`src/rtl/tx100_pkg.sv`:
```
package tx100_pkg;
  localparam int NIB_W  = 4;
  localparam int SYM_W  = 5;
  localparam int LFSR_W = 11;
  localparam int TAP_HI = LFSR_W - 1;
  localparam int TAP_LO = 8;
  localparam int SLOT_W = $clog2(SYM_W);

  localparam logic [SYM_W-1:0] CG_IDLE = 5'b11111;
  localparam logic [SYM_W-1:0] CG_J    = 5'b11000;
  localparam logic [SYM_W-1:0] CG_K    = 5'b10001;
  localparam logic [SYM_W-1:0] CG_T    = 5'b01101;
  localparam logic [SYM_W-1:0] CG_R    = 5'b00111;

  typedef enum logic [1:0] {SQ_IDLE, SQ_K, SQ_DATA, SQ_R} seq_e;

  typedef enum logic [1:0] {
    LV_ZERO = 2'b00,
    LV_POS  = 2'b01,
    LV_NEG  = 2'b11
  } lvl_e;

  function automatic logic [SYM_W-1:0] enc_nib(input logic [NIB_W-1:0] n);
    logic [SYM_W-1:0] c;
    case (n)
      4'h0: c = 5'b11110;
      4'h1: c = 5'b01001;
      4'h2: c = 5'b10100;
      4'h3: c = 5'b10101;
      4'h4: c = 5'b01010;
      4'h5: c = 5'b01011;
      4'h6: c = 5'b01110;
      4'h7: c = 5'b01111;
      4'h8: c = 5'b10010;
      4'h9: c = 5'b10011;
      4'hA: c = 5'b10110;
      4'hB: c = 5'b10111;
      4'hC: c = 5'b11010;
      4'hD: c = 5'b11011;
      4'hE: c = 5'b11100;
      default: c = 5'b11101;
    endcase
    return c;
  endfunction
endpackage

```
`src/rtl/tx100_seq.sv`:
```
module tx100_seq
  import tx100_pkg::*;
(
  input  logic             clk_i,
  input  logic             rst_ni,
  input  logic             take_i,
  input  logic             tx_en_i,
  input  logic [NIB_W-1:0] txd_i,
  input  logic             enc_byp_i,
  input  logic [SYM_W-1:0] raw_sym_i,
  output logic [SYM_W-1:0] sym_o
);
  seq_e state_q, state_d;

  always_comb begin
    state_d = state_q;
    sym_o   = CG_IDLE;
    if (enc_byp_i) begin
      sym_o   = raw_sym_i;
      state_d = SQ_IDLE;
    end else begin
      unique case (state_q)
        SQ_IDLE: if (tx_en_i) begin
          sym_o   = CG_J;
          state_d = SQ_K;
        end
        SQ_K: begin
          sym_o   = CG_K;
          state_d = SQ_DATA;
        end
        SQ_DATA: if (tx_en_i) begin
          sym_o = enc_nib(txd_i);
        end else begin
          sym_o   = CG_T;
          state_d = SQ_R;
        end
        SQ_R: begin
          sym_o   = CG_R;
          state_d = SQ_IDLE;
        end
        default: state_d = SQ_IDLE;
      endcase
    end
  end

  always_ff @(posedge clk_i or negedge rst_ni) begin
    if (!rst_ni)     state_q <= SQ_IDLE;
    else if (take_i) state_q <= state_d;
  end

  a_r7_byp_to_idle: assert property (@(posedge clk_i) disable iff (!rst_ni)
    (take_i && enc_byp_i) |=> state_q == SQ_IDLE);
  a_r4_j_then_k: assert property (@(posedge clk_i) disable iff (!rst_ni)
    (take_i && !enc_byp_i && tx_en_i && state_q == SQ_IDLE) |=> state_q == SQ_K);
  a_r6_r_then_idle: assert property (@(posedge clk_i) disable iff (!rst_ni)
    (take_i && state_q == SQ_R) |=> state_q == SQ_IDLE);
  a_r2_hold_between: assert property (@(posedge clk_i) disable iff (!rst_ni)
    !take_i |=> $stable(state_q));
endmodule

```
`src/rtl/tx100_ser.sv`:
```
module tx100_ser
  import tx100_pkg::*;
(
  input  logic             clk_i,
  input  logic             rst_ni,
  input  logic [SYM_W-1:0] sym_i,
  output logic             take_o,
  output logic             bit_o
);
  logic [SLOT_W-1:0] slot_q;
  logic [SYM_W-1:0]  shr_q;

  assign take_o = (slot_q == SLOT_W'(SYM_W - 1));
  assign bit_o  = shr_q[SYM_W-1];

  always_ff @(posedge clk_i or negedge rst_ni) begin
    if (!rst_ni) begin
      slot_q <= '0;
      shr_q  <= CG_IDLE;
    end else if (take_o) begin
      slot_q <= '0;
      shr_q  <= sym_i;
    end else begin
      slot_q <= slot_q + 1'b1;
      shr_q  <= {shr_q[SYM_W-2:0], 1'b0};
    end
  end

  a_r2_take_single: assert property (@(posedge clk_i) disable iff (!rst_ni)
    take_o |=> !take_o);
  a_r2_slot_wrap: assert property (@(posedge clk_i) disable iff (!rst_ni)
    take_o |=> slot_q == '0);
  a_r2_load_msb: assert property (@(posedge clk_i) disable iff (!rst_ni)
    take_o |=> bit_o == $past(sym_i[SYM_W-1]));
endmodule

```
`src/rtl/tx100_scr.sv`:
```
module tx100_scr
  import tx100_pkg::*;
#(
  parameter logic [LFSR_W-1:0] SEED = 11'h7FF
) (
  input  logic clk_i,
  input  logic rst_ni,
  input  logic byp_i,
  input  logic bit_i,
  output logic bit_o
);
  logic [LFSR_W-1:0] lfsr_q;
  logic              fb;

  assign fb    = lfsr_q[TAP_HI] ^ lfsr_q[TAP_LO];
  assign bit_o = byp_i ? bit_i : (bit_i ^ fb);

  always_ff @(posedge clk_i or negedge rst_ni) begin
    if (!rst_ni) lfsr_q <= SEED;
    else         lfsr_q <= {lfsr_q[LFSR_W-2:0], fb};
  end

  a_r8_lfsr_nonzero: assert property (@(posedge clk_i) disable iff (!rst_ni)
    lfsr_q != '0);
  a_r8_shift_left: assert property (@(posedge clk_i) disable iff (!rst_ni)
    1'b1 |=> lfsr_q[LFSR_W-1:1] == $past(lfsr_q[LFSR_W-2:0]));
endmodule

```
`src/rtl/tx100_line.sv`:
```
module tx100_line
  import tx100_pkg::*;
(
  input  logic       clk_i,
  input  logic       rst_ni,
  input  logic       bit_i,
  output logic [1:0] lvl_o
);
  logic       nrzi_q, nrzi_d;
  logic [1:0] phase_q;

  assign nrzi_d = nrzi_q ^ bit_i;

  always_ff @(posedge clk_i or negedge rst_ni) begin
    if (!rst_ni) begin
      nrzi_q  <= 1'b0;
      phase_q <= '0;
    end else begin
      nrzi_q <= nrzi_d;
      if (nrzi_d != nrzi_q) phase_q <= phase_q + 1'b1;
    end
  end

  always_comb begin
    unique case (phase_q)
      2'd1:    lvl_o = LV_POS;
      2'd3:    lvl_o = LV_NEG;
      default: lvl_o = LV_ZERO;
    endcase
  end

  a_r10_legal_code: assert property (@(posedge clk_i) disable iff (!rst_ni)
    lvl_o != 2'b10);
  a_r10_hold_on_zero: assert property (@(posedge clk_i) disable iff (!rst_ni)
    !bit_i |=> $stable(lvl_o));
  a_r10_step_on_one: assert property (@(posedge clk_i) disable iff (!rst_ni)
    bit_i |=> !$stable(lvl_o));
  a_r10_no_pos_to_neg: assert property (@(posedge clk_i) disable iff (!rst_ni)
    lvl_o == LV_POS |=> lvl_o != LV_NEG);
endmodule

```
`src/rtl/tx100_enc_chain.sv`:
```
module tx100_enc_chain
  import tx100_pkg::*;
#(
  parameter logic [LFSR_W-1:0] SEED = 11'h7FF
) (
  input  logic             clk_i,
  input  logic             rst_ni,
  input  logic             tx_en_i,
  input  logic [NIB_W-1:0] txd_i,
  input  logic             enc_byp_i,
  input  logic [SYM_W-1:0] raw_sym_i,
  input  logic             scr_byp_i,
  output logic             nib_take_o,
  output logic [1:0]       mlt_o
);
  logic [SYM_W-1:0] sym;
  logic             take, ser_bit, scr_bit, scr_byp_q;

  // scrambler bypass follows the symbol it was sampled with
  always_ff @(posedge clk_i or negedge rst_ni) begin
    if (!rst_ni)   scr_byp_q <= 1'b0;
    else if (take) scr_byp_q <= scr_byp_i;
  end

  tx100_seq u_seq (
    .clk_i, .rst_ni, .take_i(take), .tx_en_i, .txd_i,
    .enc_byp_i, .raw_sym_i, .sym_o(sym)
  );

  tx100_ser u_ser (
    .clk_i, .rst_ni, .sym_i(sym), .take_o(take), .bit_o(ser_bit)
  );

  tx100_scr #(.SEED(SEED)) u_scr (
    .clk_i, .rst_ni, .byp_i(scr_byp_q), .bit_i(ser_bit), .bit_o(scr_bit)
  );

  tx100_line u_line (
    .clk_i, .rst_ni, .bit_i(scr_bit), .lvl_o(mlt_o)
  );

  assign nib_take_o = take;

  a_r1_seed_nonzero: assert property (@(posedge clk_i) SEED != '0);
endmodule

```
`config.mk`:
```
export PLATFORM = sky130hd
export DESIGN_NAME = tx100_enc_chain
export DESIGN_NICKNAME = d
export VERILOG_FILES = /design/src/rtl/tx100_pkg.sv /design/src/rtl/tx100_seq.sv /design/src/rtl/tx100_ser.sv /design/src/rtl/tx100_scr.sv /design/src/rtl/tx100_line.sv /design/src/rtl/tx100_enc_chain.sv
export SDC_FILE = /design/constraint.sdc
export NUM_CORES = 1
export LEC_CHECK = 0
export BUFFER_PORTS_ARGS = -buffer_cell sky130_fd_sc_hd__buf_4
export CORE_MARGIN = 2
export CORE_UTILIZATION = 52
export CTS_BUF_LIST = sky130_fd_sc_hd__clkbuf_4
export CTS_CLUSTER_DIAMETER = 100
export DETAILED_ROUTE_END_ITERATION = 8
export GPL_TIMING_DRIVEN = 0
export PLACE_DENSITY = 0.81
export SKIP_CTS_REPAIR_TIMING = 1
export SLEW_MARGIN = 5
export SYNTH_ARGS = -nofsm -noshare
export SYNTH_HDL_FRONTEND = slang
export SYNTH_SLANG_ARGS = --single-unit
```
`constraint.sdc`:
```
create_clock -name clk_i -period 1.4 [get_ports clk_i]
set_input_delay 0.35 -clock clk_i [delete_from_list [all_inputs] [get_ports clk_i]]
set_output_delay 0.35 -clock clk_i [all_outputs]
set_load 0.1 [all_outputs]
```
==> results of run 1 <==
==> path summary, 6_finish.rpt <==
check,start,endpoint,slack [ps],cells past startpoint
worst max-delay path,u_ser.slot_q[0]$_DFF_PN0_,nib_take_o,-340,6
worst min-delay path,scr_byp_i,scr_byp_q$_DFFE_PN0P_,230,3
worst max register to register,u_seq.state_q[0]$_DFFE_PN0P_,u_ser.shr_q[1]$_DFF_PN1_,10,6
worst min register to register,u_scr.lfsr_q[1]$_DFF_PN1_,u_scr.lfsr_q[2]$_DFF_PN1_,360,0
max in group asynchronous,rst_ni,u_scr.lfsr_q[10]$_DFF_PN1_,660,2
min in group asynchronous,rst_ni,u_ser.slot_q[2]$_DFF_PN0_,450,2
==> kinds of logic after synthesis <==
kind of cell               count (synthesis)  synth area share, %
AOI/OAI and AO/OA                         27                 14.9
xor gates and xnor gates                   3                 3.07
adders and majority gates                  8                 9.08
buffers and inverters                     12                 4.54
DFF                                       24                 56.3
muxes                                      3                 3.29
and+or+nand+nor                           21                 8.85
==> synth_stat cells, types with 2 or more instances <==
| cell type | number |
|---|---|
| a21oi_1 | 7 |
| nand2_1 | 5 |
| a21boi_0 | 2 |
| a31oi_1 | 2 |
| and2_1 | 2 |
| dfstp_2 | 16 |
| nand2b_1 | 2 |
| nor2_1 | 7 |
| ha_1 | 8 |
| o22ai_1 | 2 |
| dfrtp_1 | 8 |
| o211ai_1 | 2 |
| inv_1 | 10 |
| o21ai_0 | 8 |
| nor3_1 | 2 |
==> power groups by stage <==
stage	clock network (W)	logic (W)	registers, W
2_1_floorplan	0	0.000752	0.000868
4_1_cts	0.000317	0.000911	0.000877
5_1_grt	0.000350	0.00143	0.000917
3_5_place_dp	0	0.000906	0.000887
3_3_place_gp	0	0.000875	0.000880
6_report	0.000301	0.00133	0.000905
==> placed cells by master (no fill, tap or decap), types with 2 or more instances in the layout <==
cell	n
clkbuf_4	3
ha_1	3
o211ai_1	2
inv_2	4
a21boi_0	2
ha_2	2
buf_4	27
dfrtp_2	3
o21ai_0	7
xor2_2	2
nand2_1	4
inv_4	2
o22ai_1	2
buf_12	3
a21oi_1	6
and2_1	2
ha_4	3
dfstp_2	16
inv_1	4
a31oi_1	2
dfrtp_1	5
nand2b_1	2
nor2_1	6
==> worst max-delay path: stages, from the launching register on <==
cell and delay, ps:
dfrtp_1 430, inv_2 80, ha_4 130, nand2_4 60
inv_2 70, buf_6 130, buf_12 170
==> routing by layer <==
layer	global-route usage [%]	part of all wire, %
met5	0	0
met4	4.17	1.4
met3	5.45	4.7
met2	26.1	55
met1	22.9	39
==> through the flow <==
step | std cells | setup slack [ps] | total power, W | util, % | cell area [sq um]
2_1_floorplan | 98 | -67.1 | 0.00162 | - | 1120
3_3_place_gp | 140 | -295 | 0.00176 | 64.0 | 1270
3_5_place_dp | 140 | -325 | 0.00179 | 64.0 | 1270
4_1_cts | 144 | -681 | 0.00210 | 65.3 | 1290
5_1_grt | 160 | -401 | 0.00270 | 77.5 | 1540
6_report | 160 | -340 | 0.00254 | 77.5 | 1540
==> sequential cells by signal, indices dropped and copies added (netlist names) <==
register	count
scr_byp_q	1
u_line.phase_q	2
u_scr.lfsr_q	11
u_seq.state_q	2
u_ser.shr_q	5
u_ser.slot_q	3
==> layout make-up <==
| type | count | area (sq um) | share of cell area, % |
|---|---|---|---|
| timing repair buffer | 31 | 273 | 17.8 |
| multi-input combinational | 62 | 519 | 33.8 |
| tap | 27 | 33.8 | 2.20 |
| sequential | 24 | 624 | 40.7 |
| inverter | 10 | 42.5 | 2.77 |
| clock buffer | 3 | 22.5 | 1.47 |
| buffer | 2 | 16.3 | 1.06 |
| clock inverter | 1 | 3.75 | 0.244 |
==> results.md, run 1 <==
- Die Span Y: 50.0 microns
- H-tree depth: 1
- DR WL/cell: 14.7 microns
- Worst hold margin: 231 ps
- Core area: between 1500 and 2000 sq um
- Final Cycle Share: 124%
- Slew headroom: 80.0%
- Post-DP HPWL: around 1400 microns
- Peak supply drop: 0.00126 V
- Cell Rows: 16
- Final setup fails: 3
- CTS tree: done
- Initial antenna violation count: 0
- CP arrival: between 1000 and 1500 ps
- Leakage Power: 0.686 nW
- Largest cells by area after synthesis: dfstp_2 38%, dfrtp_1 18%, ha_1 9.1%
- Largest net degree at the start of global routing: 25
- CTS buffer count: 3
- Largest area contributor in the synthesized netlist: dfstp_2
- Combinational power share: 52.5%
- Critical Path Sink Type: output port
- DR vias: 850
- IO buf count: 15
- Layout net count: about 160
- Slew Viols, Final: 0
- Mapped Nets: 120
- First-pass GRT wire length: 3170 microns
- Pwr/cell area: between 1500 and 2000 nW/um^2
- Seq cells post-synth: 24
- Main synth FF type: dfstp_2
- Share of power burned in registers: 35.6%
- Ratio of cells with drive above 1 in the final layout: 56.4%
- Yosys warning count: 0
- Syn Inst Count: between 90 and 100
- Netlist cell types: 30
- Status: finished, violations left
- Deepest clock path buffer count: 2
- DR vias/cell: 5.31
- Die Area: 2500 sq um
- Clock transition at path regs: 120 ps
- Failing checks: setup timing
- First-pass DRT Iterations: 4
- Clk Latency, worst-skew pair: ~310 ps
- EDFF count, synth: 0
- Fill cell count: approximately 120
- Switching Fraction: 40.6%
- Crit path launch type: flip-flop
- Min Tclk post-route: 1740 ps
- Effective utilization at floorplan: 55.6%
- Initial DRC count: 11
- Final Hold Vio Count: 0
- TritonCTS Sinks: 24
- CP Max Fanout: 7
- Post-synth ARST share: 100%
- Post-Syn Area per Cell: approximately 11 sq um
- Post-Route WL: 2360 microns
- Max Fclk: approximately 570 MHz
- Grt total ovfl: 0
- Number of global-route vias before repair: 736
- Slew @ Worst Pin: 300 ps
- Max_cap viols: 0
- GRT Total Usage: 16.9%
- RSZ-0062 raised after global routing: true
- Root Buffer: clkbuf_4
- Routability congestion estimate: 0.779
- Setup tns final: -712 ps
- Antenna Nets Post-Route: 0
- Die Wd: 50.0 microns
- Mapped Area: 1100 sq um
- Synth top area share: 38.1%
- Psw: 0.00103 W
- Worst setup margin: -340 ps
- # diodes: 0
- Area Overhead vs Synth: 39.3%
- Clk_skew: between 3 and 4 ps
- Internal Power: 0.00151 W
- I/O pin total: 17
- Path type of the worst setup path: flip-flop to output port
- Worst endpoint required time: 1050 ps
- Clk pwr share: 11.9%
- Worst Hold Class: input pin to flip-flop
- Sequential cell area fraction in the yosys report: 56.3%
- Drc violations: 0
Power figures use the tool's default switching activity.
==> inputs of run 2 (changes only) <==
--- a/config.mk
+++ b/config.mk
@@ -7,12 +7,12 @@
 export LEC_CHECK = 0
 export BUFFER_PORTS_ARGS = -buffer_cell sky130_fd_sc_hd__buf_4
 export CORE_MARGIN = 2
-export CORE_UTILIZATION = 52
+export CORE_UTILIZATION = 62
 export CTS_BUF_LIST = sky130_fd_sc_hd__clkbuf_4
 export CTS_CLUSTER_DIAMETER = 100
 export DETAILED_ROUTE_END_ITERATION = 8
 export GPL_TIMING_DRIVEN = 0
-export PLACE_DENSITY = 0.81
+export PLACE_DENSITY = 0.95
 export SKIP_CTS_REPAIR_TIMING = 1
 export SLEW_MARGIN = 5
 export SYNTH_ARGS = -nofsm -noshare
==> constraint.sdc (replaced) <==
create_clock -name clk_i -period 2.1 [get_ports clk_i]
set_input_delay 0.525 -clock clk_i [delete_from_list [all_inputs] [get_ports clk_i]]
set_output_delay 0.525 -clock clk_i [all_outputs]
set_load 0.1 [all_outputs]
==> run 2 against run 1 <==
Against the previous run: the flow now finishes without violations; worst setup slack better by 410 ps; sequential share of layout area up 5.8 points; critical path depth unchanged; worst hold slack worse by 160 ps; clock power up 10%.
==> results.md, run 2 (synthesis results as in run 1) <==
- Combinational power share: 39.3% (was 52.5%)
- Commonest non-fill, non-tap cell in the layout: dfstp_2 (was buf_4)
- Die Span Y: 46.2 microns (was 50.0 microns)
- First-pass DRT Iterations: 2 (was 4)
- Post-DP HPWL: 1370 microns (was 1380 microns)
- Effective utilization at floorplan: 64.5% (was 55.6%)
- CP arrival: 1500 ps (was 1390 ps)
- Commonest non-fill, non-tap cells in the layout: 16 x dfstp_2, 15 x buf_4, 10 x inv_1, 8 x o21ai_0, 8 x dfrtp_1 (was 27 x buf_4, 16 x dfstp_2, 7 x o21ai_0, 6 x nor2_1, 6 x a21oi_1)
- Slew @ Worst Pin: 286 ps (was 300 ps)
- Number of global-route vias before repair: 722 (was 736)
- Register area: 621 sq um (was 624 sq um)
- Post-Route WL: 1830 microns (was 2360 microns)
- Clock transition at path regs: 130 ps (was 120 ps)
- Max_cap viols: 0 (unchanged)
- Core area: 1710 sq um (was 1980 sq um)
- Routability congestion estimate: 0.869 (was 0.779)
- CP Max Fanout: 10 (was 7)
- Largest register by flop count: u_scr.lfsr_q (unchanged)
- Critical Path Sink Type: output port (unchanged)
- Max Fclk: 493 MHz
- Die Wd: 46.2 microns (was 50.0 microns)
- Status: finished, final reports clean (was finished, violations left)
- Initial DRC count: 16 (was 11)
- Path type of the worst setup path: flip-flop to output port (unchanged)
- H-tree depth: 1 (unchanged)
- Worst endpoint required time: 1570 ps (was 1050 ps)
- Power Total: 0.00149 W (was 0.00254 W)
- Largest regs: u_scr.lfsr_q x11, u_ser.shr_q x5, u_ser.slot_q x3 (unchanged)
- Switching Fraction: 38.3% (was 40.6%)
- Drc violations: 0 (unchanged)
- Final setup fails: 0 (was 3)
- Fill cell count: 108 (was 123)
- Area of the multi-input gates: 444 sq um (was 519 sq um)
- First-pass GRT wire length: 3020 microns (was 3170 microns)
- Initial antenna violation count: 0 (unchanged)
- Layout net count: 141 (was 156)
- Largest net degree at the start of global routing: 25 (unchanged)
- Min Tclk post-route: 2030 ps
- Dpl ws: 201 ps (was -325 ps)
- Root Buffer: clkbuf_4 (unchanged)
- DR vias: 772 (was 850)
- CTS tree: done (unchanged)
- Final Cycle Share: 96.5%
- Die Area: 2130 sq um (was 2500 sq um)
- Worst setup margin: 73.0 ps (was -340 ps)
- Final Hold Vio Count: 0 (unchanged)
- CTS buffer count: 3 (unchanged)
- Max FFs per register: 11 (unchanged)
- Clk pwr share: 22.1% (was 11.9%)
- # diodes: 0 (unchanged)
- Antenna Nets Post-Route: 0 (unchanged)
- Area Overhead vs Synth: 21.1% (was 39.3%)
- Share of power burned in registers: 38.6% (was 35.6%)
- Peak supply drop: 0.000739 V (was 0.00126 V)
- TritonCTS Sinks: 24 (unchanged)
- GRT Total Usage: 20.1% (was 16.9%)
- Psw: 0.000572 W (was 0.00103 W)
- Placed instance count: 138 (was 140)
- Internal Power: 0.000922 W (was 0.00151 W)
- I/O pin total: 17 (unchanged)
- Slew Viols, Final: 0 (unchanged)
- Grt total ovfl: 0 (unchanged)
- Worst Hold Class: input pin to asynchronous set/reset pin (was input pin to flip-flop)
- Pwr/cell area: 1120 nW/um^2 (was 1650 nW/um^2)
- Slew headroom: 80.9% (was 80.0%)
- Worst hold margin: 72.1 ps (was 231 ps)
- Cell Rows: 15 (was 16)
- Crit path launch type: flip-flop (unchanged)
- Ratio of cells with drive above 1 in the final layout: 38.1% (was 56.4%)
- Deepest clock path buffer count: 2 (unchanged)
- IO buf count: 15 (unchanged)
- Leakage Power: 0.616 nW (was 0.686 nW)
- Final Non-Filler Cells: 143 (was 160)
- DR WL/cell: 12.8 microns (was 14.7 microns)
- Clk Latency, worst-skew pair: 310 ps (about the same)
- Clk_skew: 2.83 ps (was 3.59 ps)
- DR vias/cell: 5.40 (was 5.31)
[run 2: through the flow]
stage	instance area [sq um]	TNS (ps)	utilization, %
after floorplan	1100	0	-
after detailed placement	1250	0	73.1
after CTS	1300	-176	76.2
after global placement	1250	0	73.1
after global routing	1340	-18.0	78.2
final	1340	0	78.2
[run 2: path summary, 6_finish.rpt]
kind                            cells after the start  slack, ps                          from                             to
worst max register to register                      5        530  u_seq.state_q[0]$_DFFE_PN0P_   u_seq.state_q[1]$_DFFE_PN0P_
worst min register to register                      0        370     u_scr.lfsr_q[7]$_DFF_PN1_      u_scr.lfsr_q[8]$_DFF_PN1_
worst min-delay path                                1         70                        rst_ni  u_line.phase_q[0]$_DFFE_PN0P_
worst max-delay path                                6         70     u_ser.slot_q[0]$_DFF_PN0_                     nib_take_o
min in group clk_i                                  0        370     u_scr.lfsr_q[7]$_DFF_PN1_      u_scr.lfsr_q[8]$_DFF_PN1_
max in group asynchronous                           1       1750                        rst_ni       u_ser.shr_q[2]$_DFF_PN1_
[run 2: worst max-delay path, stage by stage, from the launching register on]
cell	delay, ps
dfrtp_1	410
inv_1	70
ha_2	200
nand2_4	90
inv_1	90
buf_6	140
buf_12	180
[run 2: layout make-up]
class                           instances  area share [%]
Buffer                                  2            1.22
Clock buffer                            3            1.69
Clock inverter                          1            2.25
Inverter                               10            2.81
Multi-Input combinational cell         62            33.3
Sequential cell                        24            46.5
Tap cell                               25            2.34
Timing Repair Buffer                   16            9.93
[run 2: metal layers]
layer | vias up | global-route usage, % | part of all wire (%) | wire length, microns
met5 | - | 0 | 0 | 0
met2 | 14 | 34.4 | 50 | 919
met4 | 0 | 10.3 | 1.1 | 21
met3 | 2 | 1.18 | 2.1 | 38
li1 | 370 | - | - | -
met1 | 386 | 25.4 | 46 | 847
[run 2: power groups by stage]
stage	logic (W)	registers, W	clock network, W
after CTS	0.000591	0.000577	0.000338
after global placement	0.000563	0.000580	0
after floorplan	0.000475	0.000570	0
final	0.000587	0.000576	0.000331
after global routing	0.000644	0.000585	0.000348
after detailed placement	0.000589	0.000584	0
